`config.mk`:
```
export PLATFORM = sky130hd
export DESIGN_NAME = bittest_unit
export DESIGN_NICKNAME = d
export VERILOG_FILES = /design/src/rtl/bittest_pkg.sv /design/src/rtl/bittest_decode.sv /design/src/rtl/bittest_flags.sv /design/src/rtl/bittest_timing.sv /design/src/rtl/bittest_unit.sv
export SDC_FILE = /design/constraint.sdc
export NUM_CORES = 1
export LEC_CHECK = 0
export BUFFER_PORTS_ARGS = -buffer_cell sky130_fd_sc_hd__buf_2
export CAP_MARGIN = 20
export CORE_MARGIN = 1.5
export CORE_UTILIZATION = 43
export CTS_BUF_LIST = sky130_fd_sc_hd__clkbuf_4
export DETAILED_ROUTE_END_ITERATION = 6
export GPL_TIMING_DRIVEN = 0
export PLACE_DENSITY = 0.9
export REMOVE_ABC_BUFFERS = 1
export SYNTH_ARGS = -nofsm -noshare
export SYNTH_HDL_FRONTEND = slang
export SYNTH_SLANG_ARGS = --single-unit
```
`constraint.sdc`:
```
create_clock -name clk -period 0.8 [get_ports clk]
set_clock_uncertainty 0.05 [all_clocks]
set_input_delay 0.12 -clock clk [delete_from_list [all_inputs] [get_ports clk]]
set_output_delay 0.12 -clock clk [all_outputs]
set_load 0.02 [all_outputs]
```
`src/rtl/bittest_pkg.sv`:
```
package bittest_pkg;
  localparam int LEN_W = 2;
  localparam int CYC_W = 3;

  localparam logic [7:0] OPC_IMM  = 8'h89;
  localparam logic [7:0] OPC_ABS  = 8'h2C;
  localparam logic [7:0] OPC_DP   = 8'h24;
  localparam logic [7:0] OPC_ABSX = 8'h3C;
  localparam logic [7:0] OPC_DPX  = 8'h34;

  typedef enum logic [2:0] {
    MODE_IMM, MODE_ABS, MODE_DP, MODE_ABSX, MODE_DPX, MODE_NONE
  } amode_t;

  typedef struct packed {
    logic n;
    logic v;
    logic z;
    logic n_we;
    logic v_we;
    logic z_we;
  } flag_upd_t;
endpackage

```
`src/rtl/bittest_decode.sv`:
```
module bittest_decode
  import bittest_pkg::*;
(
  input  logic [7:0] opcode,
  output amode_t     mode,
  output logic       known
);
  always_comb begin
    case (opcode)
      OPC_IMM:  mode = MODE_IMM;
      OPC_ABS:  mode = MODE_ABS;
      OPC_DP:   mode = MODE_DP;
      OPC_ABSX: mode = MODE_ABSX;
      OPC_DPX:  mode = MODE_DPX;
      default:  mode = MODE_NONE;
    endcase
    known = (mode != MODE_NONE);
  end
endmodule

```
`src/rtl/bittest_flags.sv`:
```
module bittest_flags
  import bittest_pkg::*;
#(
  parameter int DATA_W = 16
) (
  input  logic [DATA_W-1:0] acc,
  input  logic [DATA_W-1:0] operand,
  input  logic              wide,
  input  amode_t            mode,
  output flag_upd_t         upd
);
  localparam int HALF_W = DATA_W / 2;

  logic [DATA_W-1:0] width_mask;
  logic [DATA_W-1:0] conj;
  logic              top_bit;
  logic              next_bit;

  always_comb begin
    width_mask = wide ? {DATA_W{1'b1}} : {{(DATA_W-HALF_W){1'b0}}, {HALF_W{1'b1}}};
    conj       = acc & operand & width_mask;
    top_bit    = wide ? operand[DATA_W-1] : operand[HALF_W-1];
    next_bit   = wide ? operand[DATA_W-2] : operand[HALF_W-2];

    upd = '0;
    case (mode)
      MODE_IMM: begin
        upd.z_we = 1'b1;
        upd.z    = (conj == '0);
      end
      MODE_ABS, MODE_DP, MODE_ABSX, MODE_DPX: begin
        upd.z_we = 1'b1;
        upd.z    = (conj == '0);
        upd.n_we = 1'b1;
        upd.n    = top_bit;
        upd.v_we = 1'b1;
        upd.v    = next_bit;
      end
      default: upd = '0;
    endcase
  end
endmodule

```
`src/rtl/bittest_timing.sv`:
```
module bittest_timing
  import bittest_pkg::*;
#(
  parameter int ADDR_W = 16,
  parameter int PAGE_W = 8
) (
  input  amode_t             mode,
  input  logic               wide,
  input  logic [PAGE_W-1:0]  dp_low,
  input  logic [ADDR_W-1:0]  ea_base,
  input  logic [ADDR_W-1:0]  ea_index,
  output logic [LEN_W-1:0]   length,
  output logic [CYC_W-1:0]   cycles
);
  logic [ADDR_W-1:0] ea_sum;
  logic              page_cross;
  logic              dp_misaligned;
  logic [CYC_W-1:0]  base_cyc;
  logic [CYC_W-1:0]  pen_wide;
  logic [CYC_W-1:0]  pen_dp;
  logic [CYC_W-1:0]  pen_page;

  always_comb begin
    ea_sum        = ea_base + ea_index;
    page_cross    = (ea_sum[ADDR_W-1:PAGE_W] != ea_base[ADDR_W-1:PAGE_W]);
    dp_misaligned = (dp_low != '0);

    base_cyc = '0;
    length   = '0;
    pen_dp   = '0;
    pen_page = '0;
    case (mode)
      MODE_IMM: begin
        base_cyc = CYC_W'(2);
        length   = wide ? LEN_W'(3) : LEN_W'(2);
      end
      MODE_ABS: begin
        base_cyc = CYC_W'(4);
        length   = LEN_W'(3);
      end
      MODE_DP: begin
        base_cyc = CYC_W'(3);
        length   = LEN_W'(2);
        pen_dp   = CYC_W'(dp_misaligned);
      end
      MODE_ABSX: begin
        base_cyc = CYC_W'(4);
        length   = LEN_W'(3);
        pen_page = CYC_W'(page_cross);
      end
      MODE_DPX: begin
        base_cyc = CYC_W'(4);
        length   = LEN_W'(2);
        pen_dp   = CYC_W'(dp_misaligned);
      end
      default: begin
        base_cyc = '0;
        length   = '0;
      end
    endcase
    pen_wide = (mode != MODE_NONE) ? CYC_W'(wide) : '0;
    cycles   = base_cyc + pen_wide + pen_dp + pen_page;
  end
endmodule

```
`src/rtl/bittest_unit.sv`:
```
module bittest_unit
  import bittest_pkg::*;
#(
  parameter int DATA_W      = 16,
  parameter int ADDR_W      = 16,
  parameter int PAGE_W      = 8,
  parameter int SYNC_STAGES = 2
) (
  input  logic              clk,
  input  logic              rst_n,
  input  logic              in_valid,
  input  logic [7:0]        opcode,
  input  logic [DATA_W-1:0] acc,
  input  logic [DATA_W-1:0] operand,
  input  logic              acc_wide,
  input  logic [PAGE_W-1:0] dp_low,
  input  logic [ADDR_W-1:0] ea_base,
  input  logic [ADDR_W-1:0] ea_index,
  output logic              out_valid,
  output logic              invalid,
  output logic              n_flag,
  output logic              v_flag,
  output logic              z_flag,
  output logic              n_we,
  output logic              v_we,
  output logic              z_we,
  output logic [LEN_W-1:0]  length,
  output logic [CYC_W-1:0]  cycles
);
  // reset: asserted asynchronously, released through a flop chain
  logic [SYNC_STAGES-1:0] rst_chain;
  logic                   rst_s;

  always_ff @(posedge clk or negedge rst_n) begin
    if (!rst_n) rst_chain <= '0;
    else        rst_chain <= {rst_chain[SYNC_STAGES-2:0], 1'b1};
  end
  assign rst_s = rst_chain[SYNC_STAGES-1];

  amode_t            mode;
  logic              known;
  flag_upd_t         upd;
  logic [LEN_W-1:0]  len_c;
  logic [CYC_W-1:0]  cyc_c;

  bittest_decode u_decode (
    .opcode (opcode),
    .mode   (mode),
    .known  (known)
  );

  bittest_flags #(.DATA_W(DATA_W)) u_flags (
    .acc     (acc),
    .operand (operand),
    .wide    (acc_wide),
    .mode    (mode),
    .upd     (upd)
  );

  bittest_timing #(.ADDR_W(ADDR_W), .PAGE_W(PAGE_W)) u_timing (
    .mode     (mode),
    .wide     (acc_wide),
    .dp_low   (dp_low),
    .ea_base  (ea_base),
    .ea_index (ea_index),
    .length   (len_c),
    .cycles   (cyc_c)
  );

  // next-state
  flag_upd_t        upd_q, upd_d;
  logic             inv_q, inv_d;
  logic [LEN_W-1:0] len_q, len_d;
  logic [CYC_W-1:0] cyc_q, cyc_d;
  logic             vld_q, vld_d;
  logic             cap_en;

  always_comb begin
    cap_en = in_valid;
    vld_d  = in_valid;
    upd_d  = upd_q;
    inv_d  = inv_q;
    len_d  = len_q;
    cyc_d  = cyc_q;
    if (cap_en) begin
      upd_d = upd;
      inv_d = !known;
      len_d = len_c;
      cyc_d = cyc_c;
    end
  end

  // registers
  always_ff @(posedge clk or negedge rst_s) begin
    if (!rst_s) begin
      vld_q <= 1'b0;
      upd_q <= '0;
      inv_q <= 1'b0;
      len_q <= '0;
      cyc_q <= '0;
    end else begin
      vld_q <= vld_d;
      upd_q <= upd_d;
      inv_q <= inv_d;
      len_q <= len_d;
      cyc_q <= cyc_d;
    end
  end

  assign out_valid = vld_q;
  assign invalid   = inv_q;
  assign n_flag    = upd_q.n;
  assign v_flag    = upd_q.v;
  assign z_flag    = upd_q.z;
  assign n_we      = upd_q.n_we;
  assign v_we      = upd_q.v_we;
  assign z_we      = upd_q.z_we;
  assign length    = len_q;
  assign cycles    = cyc_q;

  // result strobe follows the input strobe by one clock
  p_strobe_follow_r11: assert property (@(posedge clk) disable iff (!rst_s)
    in_valid |=> out_valid);
  p_no_spurious_r11: assert property (@(posedge clk) disable iff (!rst_s)
    !in_valid |=> !out_valid);
  // an unknown opcode leaves everything quiet
  p_invalid_quiet_r10: assert property (@(posedge clk) disable iff (!rst_s)
    (out_valid && invalid) |-> (!n_we && !v_we && !z_we && length == '0 && cycles == '0));
  // every accepted opcode writes Z
  p_zero_written_r1: assert property (@(posedge clk) disable iff (!rst_s)
    (out_valid && !invalid) |-> z_we);
  // N and V are written together or not at all
  p_nv_paired_r2: assert property (@(posedge clk) disable iff (!rst_s)
    out_valid |-> (n_we == v_we));
  // cycle totals stay between two and six
  p_cycle_range_r6: assert property (@(posedge clk) disable iff (!rst_s)
    (out_valid && !invalid) |-> (cycles >= CYC_W'(2) && cycles <= CYC_W'(6)));
  // accepted opcodes are two or three bytes long
  p_length_range_r5: assert property (@(posedge clk) disable iff (!rst_s)
    (out_valid && !invalid) |-> (length == LEN_W'(2) || length == LEN_W'(3)));
endmodule

```
[Word-level counts from Yosys, hierarchy flattened]
Index checks and enable logic that the tools add are counted.
Cells by class
  muxes and demuxes: 14
  add/subtract/negate cells: 4
  reductions and logical operators: 9
  bitwise logic cells: 2
  equality and inequality tests: 11
Operators by type and width (number)
  $and 16x16->16: 2
  $eq 8x6->1 const B: 4
  $add 16x16->16: 1
  $logic_not 16->1: 1
  $mux 16: 1
  $pmux 3 s5: 1
  $pmux 3 s3: 1
  $eq 8x8->1 const B: 1
  $mux 1: 8
  $ne 8x8->1: 1
  $reduce_bool 8->1: 1
  $add 3x1->3: 2
  $eq 3x2->1 const B: 2
  $pmux 2 s3: 1
  $reduce_or 5->1: 1
  $mux 2: 2
  $reduce_or 2->1: 2
  $reduce_or 4->1: 1
  $add 3x3->3: 1
  $eq 3x1->1 const B: 1
  $eq 3x3->1 const B: 1
  $logic_not 3->1: 1
  $ne 3x3->1 const B: 1
  $reduce_or 3->1: 1
  $logic_not 1->1: 1
Storage, ports and cells
  input port bits: 84
  flip-flop bits (word level): 15
  word-level logic and storage cells: 51
  output and inout bits: 13

[Longest topological paths before layout]
  word-level depth: 8
  gate-level depth with buffers: 15
  depth with buffers taken out: 14

[Hierarchy]
A second synthesis with hierarchy kept.
Second synthesis, totals
  cells, all modules: 194
  area, all modules: 1740.4 um2
By module, submodules not included
  bittest_timing: cells an instance 131, times used 1, area an instance 947.2 um2, seq. area each 0.0 um2
  bittest_unit: cells an instance 30, times used 1, area an instance 561.8 um2, seq. area each 375.4 um2
  bittest_flags: cells an instance 21, times used 1, area an instance 141.4 um2, seq. area each 0.0 um2
  bittest_decode: cells an instance 12, times used 1, area an instance 90.1 um2, seq. area each 0.0 um2

[Worst setup path before layout]
No wires, ideal clock.
  path kind: input port to flip-flop
  from: input port ea_base[11]
  to: register cyc_q[2], in the netlist cycles[2]
  cell stages on the path: 14
  data required time: 0.625 ns
  setup slack: -2.640 ns
  arrival: 3.265 ns
  path buffers: 0
  setup time: 0.125 ns
  cells stage by stage: ha_1 xnor2_1 a211o_2 a21oi_1 or4_1 a211oi_2 and4b_1 a31oi_1 fa_1 ha_1 inv_1 fa_1 xor2_1 mux2_2
On the way
  cells in the longest elaborated chain, start to end: 4
RTL lines
  start: declaration: RTL line bittest_unit.sv:17  | input logic [ADDR_W-1:0] ea_base,
  $add 16x16->16: RTL line bittest_timing.sv:24  | ea_sum = ea_base + ea_index;
  $ne 8x8->1 *: RTL line bittest_timing.sv:25  | page_cross = (ea_sum[ADDR_W-1:PAGE_W] != ea_base[ADDR_W-1:PAGE_W]);
  $mux 1 *: RTL line bittest_timing.sv:32  | case (mode)
  $add 3x1->3 *: RTL line bittest_timing.sv:62  | cycles = base_cyc + pen_wide + pen_dp + pen_page;
  end signal: assignment: RTL line bittest_unit.sv:106  | cyc_q <= cyc_d;
  end: declaration: RTL line bittest_unit.sv:74  | logic [CYC_W-1:0] cyc_q, cyc_d;
Every way passes the cells marked *; elsewhere a longest branch is shown, timed or not.
A chain may end at the register's enable or synchronous reset.

[Final worst setup path]
  from: input port ea_index[9]
  to: register cyc_q[2], in the netlist cycles[2]
On the way
  cells in the longest elaborated chain, start to end: 4
RTL lines
  start: declaration: RTL line bittest_unit.sv:18  | input logic [ADDR_W-1:0] ea_index,
  $add 16x16->16: RTL line bittest_timing.sv:24
  $ne 8x8->1: RTL line bittest_timing.sv:25
  $mux 1: RTL line bittest_timing.sv:32
  $add 3x1->3: RTL line bittest_timing.sv:62
Every way passes these cells.

==> impl_metrics.py <==
metrics = {
    "floorplan": {
        "start_util_pct": 46.32,
        "fp.dieH_um": 61.05,
        "io_pins": 97,
        "rows": 20,
        "die_area_mm2": 0.003726,
        "die_w_um": 61.05,
        "core_area_mm2": 0.003128,
    },
    "pwr": {
        "peakVddDrop_mv": 0.5491,
        "power.total_w": 0.002430,
        "power_density_mw_per_mm2": 979.2,
        "p_leak_nw": 1.175,
    },
    "worst_setup_path": {
        "worstPathMaxFanout": 4,
        "start_kind": "input port",
        "end_kind": "flop",
        "cpMostUsedCell": "ha_4",
        "reg2reg_depth": 4,
        "cp_data_arrival_time_ns": 3.36,
        "worstPathCellList": "buf_6 > ha_4 > a21o_1 > a31oi_1 > o221ai_1 > or4_4 > a211oi_2 > and4b_1 > a31oi_2 > fa_1 > ha_4 > inv_2 > fa_2 > xor2_1 > mux2_2",
        "cp.depth": 15,
        "cpLargestDelayFamily": "adder cells",
        "critPathSlowestCell": "fa_1",
        "slowest_delay_ns": 0.54,
        "worstPathRequired_ns": 0.92,
        "path_buf_inv": 2,
        "critPathKind": "in2reg",
    },
    "status": {
        "violations": "setup timing",
        "status": "finished with violations",
    },
    "sta": {
        "timing.final.crit_share_pct": 405.2,
        "rsz0062_at_grt": "yes",
        "slew_violations": 0,
        "timing.final.ws_setup_ns": -2.442,
        "fin_crit_ns": 3.242,
        "max_freq_mhz": 308.5,
        "hold_viol": 0,
        "finalSetupViolations": 22,
    },
    "drt": {
        "dr.pass1.iters": 4,
        "vias": 1839,
        "ant_nets": 0,
        "viasPerCell": 5.729,
        "avgRoutedWirePerCell_um": 17.15,
        "drc": 0,
        "wirelength_mm": 5.505,
        "drt_iter0_markers": 118,
    },
    "yosys": {
        "syn_area_mm2": 0.001449,
        "synthTopCellsByArea": "dfrtp_1 24%, ha_1 13%, mux2_2 4.7%, a21oi_1 4.5%, inv_1 3.1%",
        "yosysUniqueCellTypes": 52,
        "ys_seq_area_share_pct": 24.18,
        "synth_edf_count": 0,
        "synthArstFlopShare_pct": 100.0,
        "ys_ff_latch": 14,
        "ys.warnings.count": 0,
        "synth_top_cell_area_share_pct": 24.18,
        "yosys.area.top_type": "dfrtp_1",
        "yosysMostFrequentCell": "ha_1",
        "synth_area_per_cell_um2": 8.835,
        "netlist_instances": 164,
        "synth_flop_cell": "dfrtp_1",
        "synthTopCellsByCount": "15 x ha_1, 14 x dfrtp_1, 13 x a21oi_1",
    },
    "grt": {
        "antenna_found_initial": 0,
        "grt_usage_pct": 27.22,
        "grt_overflow": 0,
        "grt_pass1_wl_mm": 7.562,
        "grt_max_degree": 18,
        "grt_pass1_vias": 1750,
    },
    "clock_network": {
        "cts_buffer_depth": 2,
        "path_clk_slew_ns": 0.08,
        "cts_buffers": 3,
        "root_buffer": "clkbuf_4",
        "clock_latency_ns": 0.28,
        "h-tree-depth": 1,
        "clock-sinks": 14,
        "cts_tree": "built",
    },
    "placed_design": {
        "place_ws_ns": -3.015,
        "place_inst": 299,
        "io_buffers": 95,
        "dp.final_hpwl_mm": 3.203,
        "gp_congestion": 0.8377,
    },
    "cells_and_area": {
        "antenna_cells": 0,
        "multi_input_area_mm2": 0.001262,
        "syn_to_final_growth_pct": 71.24,
        "finalNonFillerCells": 321,
        "fillers": 179,
        "nets": 379,
        "regArea_um2": 350.3,
        "drive_gt1_share_pct": 57.76,
    },
    "hold_path": {
        "min_path_type": "in2async",
    },
    "job": {
        "drv_cap": 0,
    },
}
[worst register-to-register path, stage by stage, from the launching register on]
cell	delay [ns]
dfrtp_1	0.40
buf_4	0.14
buf_4	0.12
inv_1	0.05
mux2i_1	0.08
[sequential cells by signal, indices dropped and copies added (netlist names)]
name / cells
z_flag: 1
n_we: 1
n_flag: 1
rst_chain: 2
z_we: 1
invalid: 1
cycles: 3
v_flag: 1
length: 2
out_valid: 1
[final cells by class]
class	instances	area share, %
multi-input cells	134	50.88
repair buffers	113	29.90
flip-flops and latches	14	14.12
well taps	44	2.219
inverters	12	1.815
clock buffers	3	0.9077
clock inverters	1	0.1513
[final timing paths]
check	startpoint	to	slack, ns
worst min register to register	rst_chain[1]	invalid	0.14
max in group asynchronous	rst_chain[1]	cycles[0]	0.24
worst max-delay path	ea_index[9]	cycles[2]	-2.44
min in group clk	operand[4]	z_flag	0.09
worst max register to register	cycles[1]	cycles[1]	-0.18
worst min-delay path	rst_n	rst_chain[1]	0.09
[per-stage QoR]
step / utilization (%) / hold slack [ns] / instance area, um^2 / TNS (ns)
6_report: 79.32 / 0.08591 / 2481 / -9.785
5_1_grt: 79.32 / 0.08985 / 2481 / -10.65
4_1_cts: 75.44 / 0.06599 / 2360 / -9.296
3_5_place_dp: 62.44 / -0.1426 / 1953 / -11.63
3_3_place_gp: 62.44 / -0.1448 / 1953 / -11.48
2_1_floorplan: - / -0.2256 / 1423 / -8.922
[placed cells by master (no fill, tap or decap), types with 3 or more instances in the layout]
master,count
a21oi_1,8
a21oi_2,5
a22oi_1,4
a31oi_1,3
buf_2,75
buf_4,15
buf_6,21
clkbuf_4,4
dfrtp_1,14
ha_1,8
ha_4,7
inv_1,9
inv_2,3
mux2_2,5
mux2i_1,3
nand2_1,10
nand3_1,4
nand4_1,4
nor2_1,5
o21ai_0,3
o21ai_1,4
xnor2_1,3
xor2_1,3
[report_power, final]
group	leakage, nW	internal [W]	switching, W	total (W)
logic	0.977	0.000670	0.000592	0.00126
registers	0.182	0.000730	0.0000271	0.000757
clock network	0.0154	0.000181	0.000228	0.000410
total	1.18	0.00158	0.000848	0.00243
[what timing repair did]
| item | CTS | global route |
|---|---|---|
| hold endpoints to repair | 2 | 0 |
| pin swaps | 13 | 13 |
| endpoints found under the setup margin | 22 | 23 |
| hold buffers | 1 | 0 |
| gates resized for setup | 66 | 21 |
| setup buffers | 13 | 6 |
[routing by layer]
layer  vias to the layer above  track usage [%]  routed length (um)
met3                        37            7.983                 326
met5                         -                0                   0
met1                       844            28.18                1866
met2                       108            50.46                3021
li1                        850                -                   -
met4                         0            11.80                 291
[cells by family (layout without fill, tap and decap cells)]
family          Yosys count  in the layout  synth area share (%)
mux                       9              9                 6.736
buf+inv                  16            129                 4.922
fa+ha+maj                17             17                 15.72
compound gates           52             52                 24.44
xor+xnor                  8              8                 4.835
flops                    14             14                 24.18
other cells               1              1                0.2588
simple gates             47             47                 18.91
Power figures use the tool's default switching activity.
